[config.mk]
export PLATFORM = sky130hd
export DESIGN_NAME = ctlreg_file
export DESIGN_NICKNAME = d
export VERILOG_FILES = /design/src/rtl/ctlreg_pkg.sv /design/src/rtl/ctlreg_decode.sv /design/src/rtl/ctlreg_cycle.sv /design/src/rtl/ctlreg_store.sv /design/src/rtl/ctlreg_file.sv
export SDC_FILE = /design/constraint.sdc
export NUM_CORES = 2
export LEC_CHECK = 0
export CAP_MARGIN = 15
export CORE_AREA = 2 2 549 551
export CTS_CLUSTER_SIZE = 24
export DETAILED_ROUTE_END_ITERATION = 8
export DIE_AREA = 0 0 551 553
export HOLD_SLACK_MARGIN = 0.06
export SETUP_SLACK_MARGIN = 0.4
export SLEW_MARGIN = 20
export SYNTH_ARGS = -nofsm -noshare
export SYNTH_HDL_FRONTEND = slang
export SYNTH_HIERARCHICAL = 1
export SYNTH_SLANG_ARGS = --single-unit
[constraint.sdc]
create_clock -name clk -period 3.6 [get_ports clk]
set_clock_uncertainty 0.15 [all_clocks]
set_input_delay 0.54 -clock clk [delete_from_list [all_inputs] [get_ports clk]]
set_output_delay 0.54 -clock clk [all_outputs]
set_load 0.03 [all_outputs]
[src/rtl/ctlreg_pkg.sv]
package ctlreg_pkg;

    localparam int unsigned DATA_W  = 64;
    localparam int unsigned NUM_STB = 2;
    localparam int unsigned STB_W   = 1;

    // index offsets above the scratch bank
    localparam int unsigned OFS_BASE     = 0;
    localparam int unsigned OFS_CSR      = 1;
    localparam int unsigned OFS_EXC_ADDR = 2;
    localparam int unsigned OFS_TRAP_REQ = 3;
    localparam int unsigned OFS_TRAP_EN  = 4;
    localparam int unsigned OFS_MODE_I   = 5;
    localparam int unsigned OFS_MODE_D   = 6;
    localparam int unsigned OFS_EXC_SUM  = 7;
    localparam int unsigned OFS_EXC_MSK  = 8;
    localparam int unsigned OFS_CYCLE    = 9;
    localparam int unsigned OFS_ICTL     = 10;
    localparam int unsigned OFS_PTB_I    = 11;
    localparam int unsigned OFS_PTB_D    = 12;
    localparam int unsigned OFS_CTEST    = 13;
    localparam int unsigned OFS_CMODE_D  = 14;
    localparam int unsigned OFS_CMODE_M  = 15;
    localparam int unsigned OFS_ASN_I    = 16;
    localparam int unsigned OFS_ASN_D    = 17;
    localparam int unsigned OFS_INT_LVL  = 18;
    localparam int unsigned OFS_HW_CLR   = 19;
    localparam int unsigned OFS_IFLUSH   = 20;
    localparam int unsigned OFS_DFLUSH   = 21;
    localparam int unsigned NUM_FIXED    = 22;

    typedef enum logic [2:0] {
        K_STORE,
        K_CLEAR,
        K_RO,
        K_WO,
        K_STROBE,
        K_CYCLE,
        K_NONE
    } kind_e;

    typedef struct packed {
        kind_e              kind;
        logic [DATA_W-1:0]  mask;
        logic [DATA_W-1:0]  rstv;
        logic [STB_W-1:0]   sel;
    } attr_t;

    function automatic attr_t lookup(input int unsigned idx,
                                     input int unsigned ns,
                                     input logic [DATA_W-1:0] base,
                                     input logic [DATA_W-1:0] cid);
        attr_t a;
        a.kind = K_NONE;
        a.mask = '0;
        a.rstv = '0;
        a.sel  = '0;
        if (idx < ns) begin
            a.kind = K_STORE;
            a.mask = '1;
            if (idx == ns - 1) a.rstv = cid;
        end else begin
            case (idx - ns)
                OFS_BASE:     begin a.kind = K_STORE; a.mask = '1; a.rstv = base; end
                OFS_CSR:      begin a.kind = K_STORE; a.mask = '1; a.rstv = 64'h6; end
                OFS_EXC_ADDR: begin a.kind = K_STORE; a.mask = ~64'h2; end
                OFS_TRAP_REQ,
                OFS_TRAP_EN:  begin a.kind = K_STORE; a.mask = 64'hf; end
                OFS_MODE_I,
                OFS_MODE_D:   begin a.kind = K_STORE; a.mask = 64'h18; end
                OFS_EXC_SUM,
                OFS_EXC_MSK:  a.kind = K_CLEAR;
                OFS_CYCLE:    begin a.kind = K_CYCLE; a.mask = '1; end
                OFS_ICTL:     begin a.kind = K_STORE; a.mask = 64'h0000_00ff_ffff_0300; end
                OFS_PTB_I,
                OFS_PTB_D:    begin a.kind = K_STORE; a.mask = 64'hffff_ffff_c000_0000; end
                OFS_CTEST:    begin a.kind = K_STORE; a.mask = 64'h1ffb; end
                OFS_CMODE_D,
                OFS_CMODE_M:  begin a.kind = K_STORE; a.mask = 64'h3f; end
                OFS_ASN_I:    begin a.kind = K_STORE; a.mask = 64'h7f0; end
                OFS_ASN_D:    begin a.kind = K_STORE; a.mask = 64'hfe00_0000_0000_0000; end
                OFS_INT_LVL:  a.kind = K_RO;
                OFS_HW_CLR:   begin a.kind = K_WO; a.mask = '1; end
                OFS_IFLUSH:   begin a.kind = K_STROBE; a.sel = 1'b0; end
                OFS_DFLUSH:   begin a.kind = K_STROBE; a.sel = 1'b1; end
                default:      a.kind = K_NONE;
            endcase
        end
        return a;
    endfunction

endpackage

[src/rtl/ctlreg_decode.sv]
module ctlreg_decode
    import ctlreg_pkg::*;
#(
    parameter int unsigned       IDX_W       = 5,
    parameter int unsigned       NUM_SCRATCH = 8,
    parameter logic [DATA_W-1:0] BOOT_BASE   = 64'h0,
    parameter logic [DATA_W-1:0] CORE_ID     = 64'h0
) (
    input  logic [IDX_W-1:0] idx,
    output attr_t            attr
);
    always_comb begin
        attr = lookup(32'(idx), NUM_SCRATCH, BOOT_BASE, CORE_ID);
    end
endmodule

[src/rtl/ctlreg_cycle.sv]
module ctlreg_cycle #(
    parameter int unsigned CYC_W = 32
) (
    input  logic             clk,
    input  logic             rst_n,
    output logic [CYC_W-1:0] count
);
    typedef struct packed {
        logic [CYC_W-1:0] cnt;
    } cyc_state_t;

    cyc_state_t cs_d, cs_q;

    always_comb begin
        cs_d     = cs_q;
        cs_d.cnt = cs_q.cnt + 1'b1;
    end

    always_ff @(posedge clk) begin
        if (!rst_n) cs_q <= '0;
        else        cs_q <= cs_d;
    end

    assign count = cs_q.cnt;


    cyc_step_chk: assert property (@(posedge clk) disable iff (!rst_n)
        $past(rst_n) |-> count == CYC_W'($past(count) + 1'b1));
endmodule

[src/rtl/ctlreg_store.sv]
module ctlreg_store
    import ctlreg_pkg::*;
#(
    parameter int unsigned       IDX_W       = 5,
    parameter int unsigned       NUM_SCRATCH = 8,
    parameter logic [DATA_W-1:0] BOOT_BASE   = 64'h0,
    parameter logic [DATA_W-1:0] CORE_ID     = 64'h0,
    localparam int unsigned      NREG        = NUM_SCRATCH + NUM_FIXED
) (
    input  logic                        clk,
    input  logic                        rst_n,
    input  logic                        wr_en,
    input  logic [IDX_W-1:0]            wr_idx,
    input  logic [DATA_W-1:0]           wr_data,
    input  logic                        spec_i,
    input  attr_t                       wr_attr,
    input  logic                        rd_err,
    output logic [NREG-1:0][DATA_W-1:0] regs_o,
    output logic                        err_o,
    output logic [NUM_STB-1:0]          stb_o
);
    typedef struct packed {
        logic [NREG-1:0][DATA_W-1:0] regs;
        logic                        err;
        logic [NUM_STB-1:0]          stb;
    } st_t;

    function automatic st_t reset_image();
        st_t s;
        attr_t a;
        s = '0;
        for (int i = 0; i < NREG; i++) begin
            a = lookup(i, NUM_SCRATCH, BOOT_BASE, CORE_ID);
            s.regs[i] = a.rstv;
        end
        return s;
    endfunction

    localparam st_t RST_S = reset_image();

    st_t st_d, st_q;
    logic wr_live;

    assign wr_live = wr_en && !spec_i;

    always_comb begin
        st_d     = st_q;
        st_d.err = rd_err;
        st_d.stb = '0;
        if (wr_live) begin
            unique case (wr_attr.kind)
                K_STORE, K_CYCLE, K_WO: st_d.regs[wr_idx] = wr_data & wr_attr.mask;
                K_CLEAR:                st_d.regs[wr_idx] = '0;
                K_STROBE:               st_d.stb[wr_attr.sel] = 1'b1;
                default:                st_d.err = 1'b1;
            endcase
        end
    end

    always_ff @(posedge clk) begin
        if (!rst_n) st_q <= RST_S;
        else        st_q <= st_d;
    end

    assign regs_o = st_q.regs;
    assign err_o  = st_q.err;
    assign stb_o  = st_q.stb;


    clr_on_write_chk: assert property (@(posedge clk) disable iff (!rst_n)
        (wr_live && wr_attr.kind == K_CLEAR) |=> regs_o[$past(wr_idx)] == '0);


    bad_write_err_chk: assert property (@(posedge clk) disable iff (!rst_n)
        (wr_live && (wr_attr.kind == K_RO || wr_attr.kind == K_NONE)) |=> err_o && $stable(regs_o));


    spec_quiet_chk: assert property (@(posedge clk) disable iff (!rst_n)
        (wr_en && spec_i && !rd_err) |=> !err_o && stb_o == '0 && $stable(regs_o));


    stb_onehot_chk: assert property (@(posedge clk) disable iff (!rst_n)
        $onehot0(stb_o));
endmodule

[src/rtl/ctlreg_file.sv]
module ctlreg_file
    import ctlreg_pkg::*;
#(
    parameter int unsigned       IDX_W       = 5,
    parameter int unsigned       NUM_SCRATCH = 8,
    parameter int unsigned       CYC_W       = 32,
    parameter logic [DATA_W-1:0] BOOT_BASE   = 64'h0000_0000_4000_8000,
    parameter logic [DATA_W-1:0] CORE_ID     = 64'h0000_0000_0000_0003
) (
    input  logic             clk,
    input  logic             rst_n,
    input  logic             rd_en,
    input  logic [IDX_W-1:0] rd_idx,
    output logic [63:0]      rd_data,
    input  logic             wr_en,
    input  logic [IDX_W-1:0] wr_idx,
    input  logic [63:0]      wr_data,
    input  logic             spec_i,
    output logic             err_o,
    output logic [1:0]       flush_o
);
    localparam int unsigned NREG = NUM_SCRATCH + NUM_FIXED;

    attr_t                       rd_attr, wr_attr;
    logic [NREG-1:0][DATA_W-1:0] regs;
    logic [CYC_W-1:0]            cyc;
    logic                        rd_bad, rd_err;

    ctlreg_decode #(.IDX_W(IDX_W), .NUM_SCRATCH(NUM_SCRATCH),
                    .BOOT_BASE(BOOT_BASE), .CORE_ID(CORE_ID))
        u_rd_dec (.idx(rd_idx), .attr(rd_attr));

    ctlreg_decode #(.IDX_W(IDX_W), .NUM_SCRATCH(NUM_SCRATCH),
                    .BOOT_BASE(BOOT_BASE), .CORE_ID(CORE_ID))
        u_wr_dec (.idx(wr_idx), .attr(wr_attr));

    ctlreg_cycle #(.CYC_W(CYC_W)) u_cyc (.clk(clk), .rst_n(rst_n), .count(cyc));

    ctlreg_store #(.IDX_W(IDX_W), .NUM_SCRATCH(NUM_SCRATCH),
                   .BOOT_BASE(BOOT_BASE), .CORE_ID(CORE_ID))
        u_store (
            .clk     (clk),
            .rst_n   (rst_n),
            .wr_en   (wr_en),
            .wr_idx  (wr_idx),
            .wr_data (wr_data),
            .spec_i  (spec_i),
            .wr_attr (wr_attr),
            .rd_err  (rd_err),
            .regs_o  (regs),
            .err_o   (err_o),
            .stb_o   (flush_o)
        );

    always_comb begin
        rd_bad  = 1'b0;
        rd_data = '0;
        unique case (rd_attr.kind)
            K_STORE, K_RO, K_CLEAR: rd_data = regs[rd_idx];
            K_CYCLE:                rd_data = {regs[rd_idx][DATA_W-1:CYC_W], cyc};
            default:                rd_bad  = 1'b1;
        endcase
    end

    assign rd_err = rd_en && rd_bad;


    rd_err_pulse_chk: assert property (@(posedge clk) disable iff (!rst_n)
        rd_err |=> err_o);


    rd_bad_zero_chk: assert property (@(posedge clk) disable iff (!rst_n)
        rd_bad |-> rd_data == '0);
endmodule

==> impl_results.md <==
- Area grow syn2layout: 21.0%
- Hold Path Class: input port to flip-flop
- Clock buffer depth: 3
- Sw Pwr: 11.6 mW
- GR Overflow Total: 0
- Worst flop-to-flop path endpoint: u_cyc/count[22]
- Port buffer count: 145
- FF-to-FF setup slack: 850 ps
- Hold path endpoint: u_store/regs_o[142]
- Final WS setup: -217 ps
- Tmin final: 3820 ps
- Sw frac: 24.3%
- Largest net degree at the start of global routing: 135
- Cell area after synthesis: 87500 um^2
- Synthesized area per cell: 10.7 um^2
- FILL cells: 29100
- Most frequent cells in the layout: mux2i_1 (2086), nand2_1 (1996), dfxtp_1 (1955), mux4_2 (388), buf_12 (311)
- Number of H-tree levels: 4
- Sink Count: 1955
- Core area: 299000 um^2
- Worst hold path depth: 3
- Data required, critical path: 2910 ps
- Routed length per instance: 22.7 um
- RSZ-0062 raised after global routing: yes
- Vias after detailed routing: 63000
- Detailed Route WL: 280000 um
- Clock-pin slew on the worst setup and hold paths: 60 ps
- Yosys warns: 6
- Gr usage total: between 10% and 20%
- Reg-to-Reg Start: u_cyc/count[0]
- Die X: 551 um
- Seq pwr share: between 40% and 50%
- Worst min-delay path startpoint: rst_n
- Reg2Reg Depth: 5
- Pwr Total: 47.7 mW
- Max layer used: met4
- Run status: finished with violations
- Number of setup violations in the final report: 64
- DRT antenna net count: 0
- Die area: 305000 um^2
- Worst hold slack: 144 ps
- Net count after synthesis: 8292
- DRT met1 WL: 121000 um
- Drt first pass iters: 6
- Internal: 36.1 mW
- Worst-margin pin slew: roughly 840 ps
- Starting density of the core: 29.3%
- Failing checks: setup timing
- Critical Path Source Type: input port
- Residual DRC: 0
- Clk root buf: clkbuf_16
- TNS Setup: -6430 ps
- Met3 wire length: between 10000 and 15000 um
- Post-CTS Hold Fix Bufs: 0
- CTS tree: built
- Via-per-instance ratio: slightly above 5
- Share of total power in the clock network: 46.5%
- Post-place setup slack: -1320 ps
- FMAX: roughly 260 MHz
- Final core occ: 35.4%
- Part of the power in combinational logic: under 10%
- Tcrit/Tclk final: 106%
- Max_cap viols: 0
- Critical path type: input port to output pin
- P_leak: between 40 and 50 nW
- First-pass GRT wire length: 418000 um
- CP endpoint kind: output pin
- Pwr Density: 450 nW/um^2
- Layout cell share with drive strength beyond 1: 18.4%
- Worst VDD drop: 0.504 mV
- Die Y: about 550 um
- Commonest non-fill, non-tap cell in the layout: mux2i_1
- CP max FO: 5
- Antenna violations before repair: 4
- Mapped Cells: 8208
- Initial detailed-routing violation count: 4403
- Layout Nets: 8288
- Dpl hpwl: between 150000 and 200000 um
- Num CTS Buffers: 206
- Setup crit start: rd_idx[3]
- Final hold violation count: 0
- WP data arrival: 3130 ps
- Normalized max-slew margin: 43.7%
- Num rows: roughly 200
- Clk_lat worst skew: 870 ps
- I/O pin cnt: 146
- Placer congestion estimate: 0.808
- Met2 routed wirelength: roughly 130000 um
- Fin. max-slew vios: 0
- Vias in the first global route: 64700
per-stage QoR:
step | area (um^2) | std cells
finish | 106000 | 12300
global route | 106000 | 12300
CTS | 106000 | 12300
detailed placement | 97900 | 11900
global placement | 97900 | 11900
floorplan | 88100 | 8208
state kept, by name, summed over array words and instances, names as in the netlist:
name            count
u_store/regs_o   1920
u_store/stb_o       2
u_cyc/count        32
u_store/err_o       1
power groups by stage:
| stage | Sequential (mW) | Combinational [mW] | Clock (mW) |
|---|---|---|---|
| floorplan | 22.2 | 1.95 | 0 |
| CTS | 21.7 | 3.85 | 22.5 |
| global placement | 22.2 | 3.58 | 0 |
| finish | 21.7 | 3.85 | 22.1 |
| detailed placement | 22.2 | 3.62 | 0 |
| global route | 21.7 | 4.02 | 23.5 |
layer usage:
metal,vias to the layer above,global-route usage (%)
li1,28800,-
met1,32100,22.9
met2,1629,30.0
met3,496,2.49
met4,0,7.87
met5,-,0
area by class of cell:
class | count | area, um^2 | share of cell area [%]
multi-input combinational | 5316 | 44900 | 42.4
clock inverter | 74 | 1100 | 1.04
sequential | 1955 | 39100 | 37.0
clock buffer | 307 | 6020 | 5.68
timing repair buffer | 706 | 9630 | 9.10
antenna | 3 | 7.51 | 0.00709
tap | 3958 | 4950 | 4.68
inverter | 19 | 88.8 | 0.0839
worst max-delay path, stage by stage:
cell       delay [ps]
buf_6              70
buf_12            130
inv_12             30
ha_4              280
a21oi_2            40
o31ai_2           250
buf_4             190
o31ai_4           110
a211oi_4          340
buf_12            190
buf_4             130
buf_8             120
o21ai_1            70
o211ai_1          370
clkbuf_16         240
timing repair:
item,4_1_cts,5_1_grt
endpoints found under the setup margin,64,64
pin swaps,17,9
gates cloned,4,0
buffers inserted,25,3
gates resized for setup,73,14
how the worst max path moves through the flow:
stage,slack (ps),to,cells past startpoint
final,-220,rd_data[8],15
after global routing,-270,rd_data[3],14
after CTS,-240,rd_data[6],14
after detailed placement,-1320,rd_data[27],13
after global placement,-1290,rd_data[27],14
after floorplan,370,rd_data[31],10
Power figures use the tool's default switching activity.
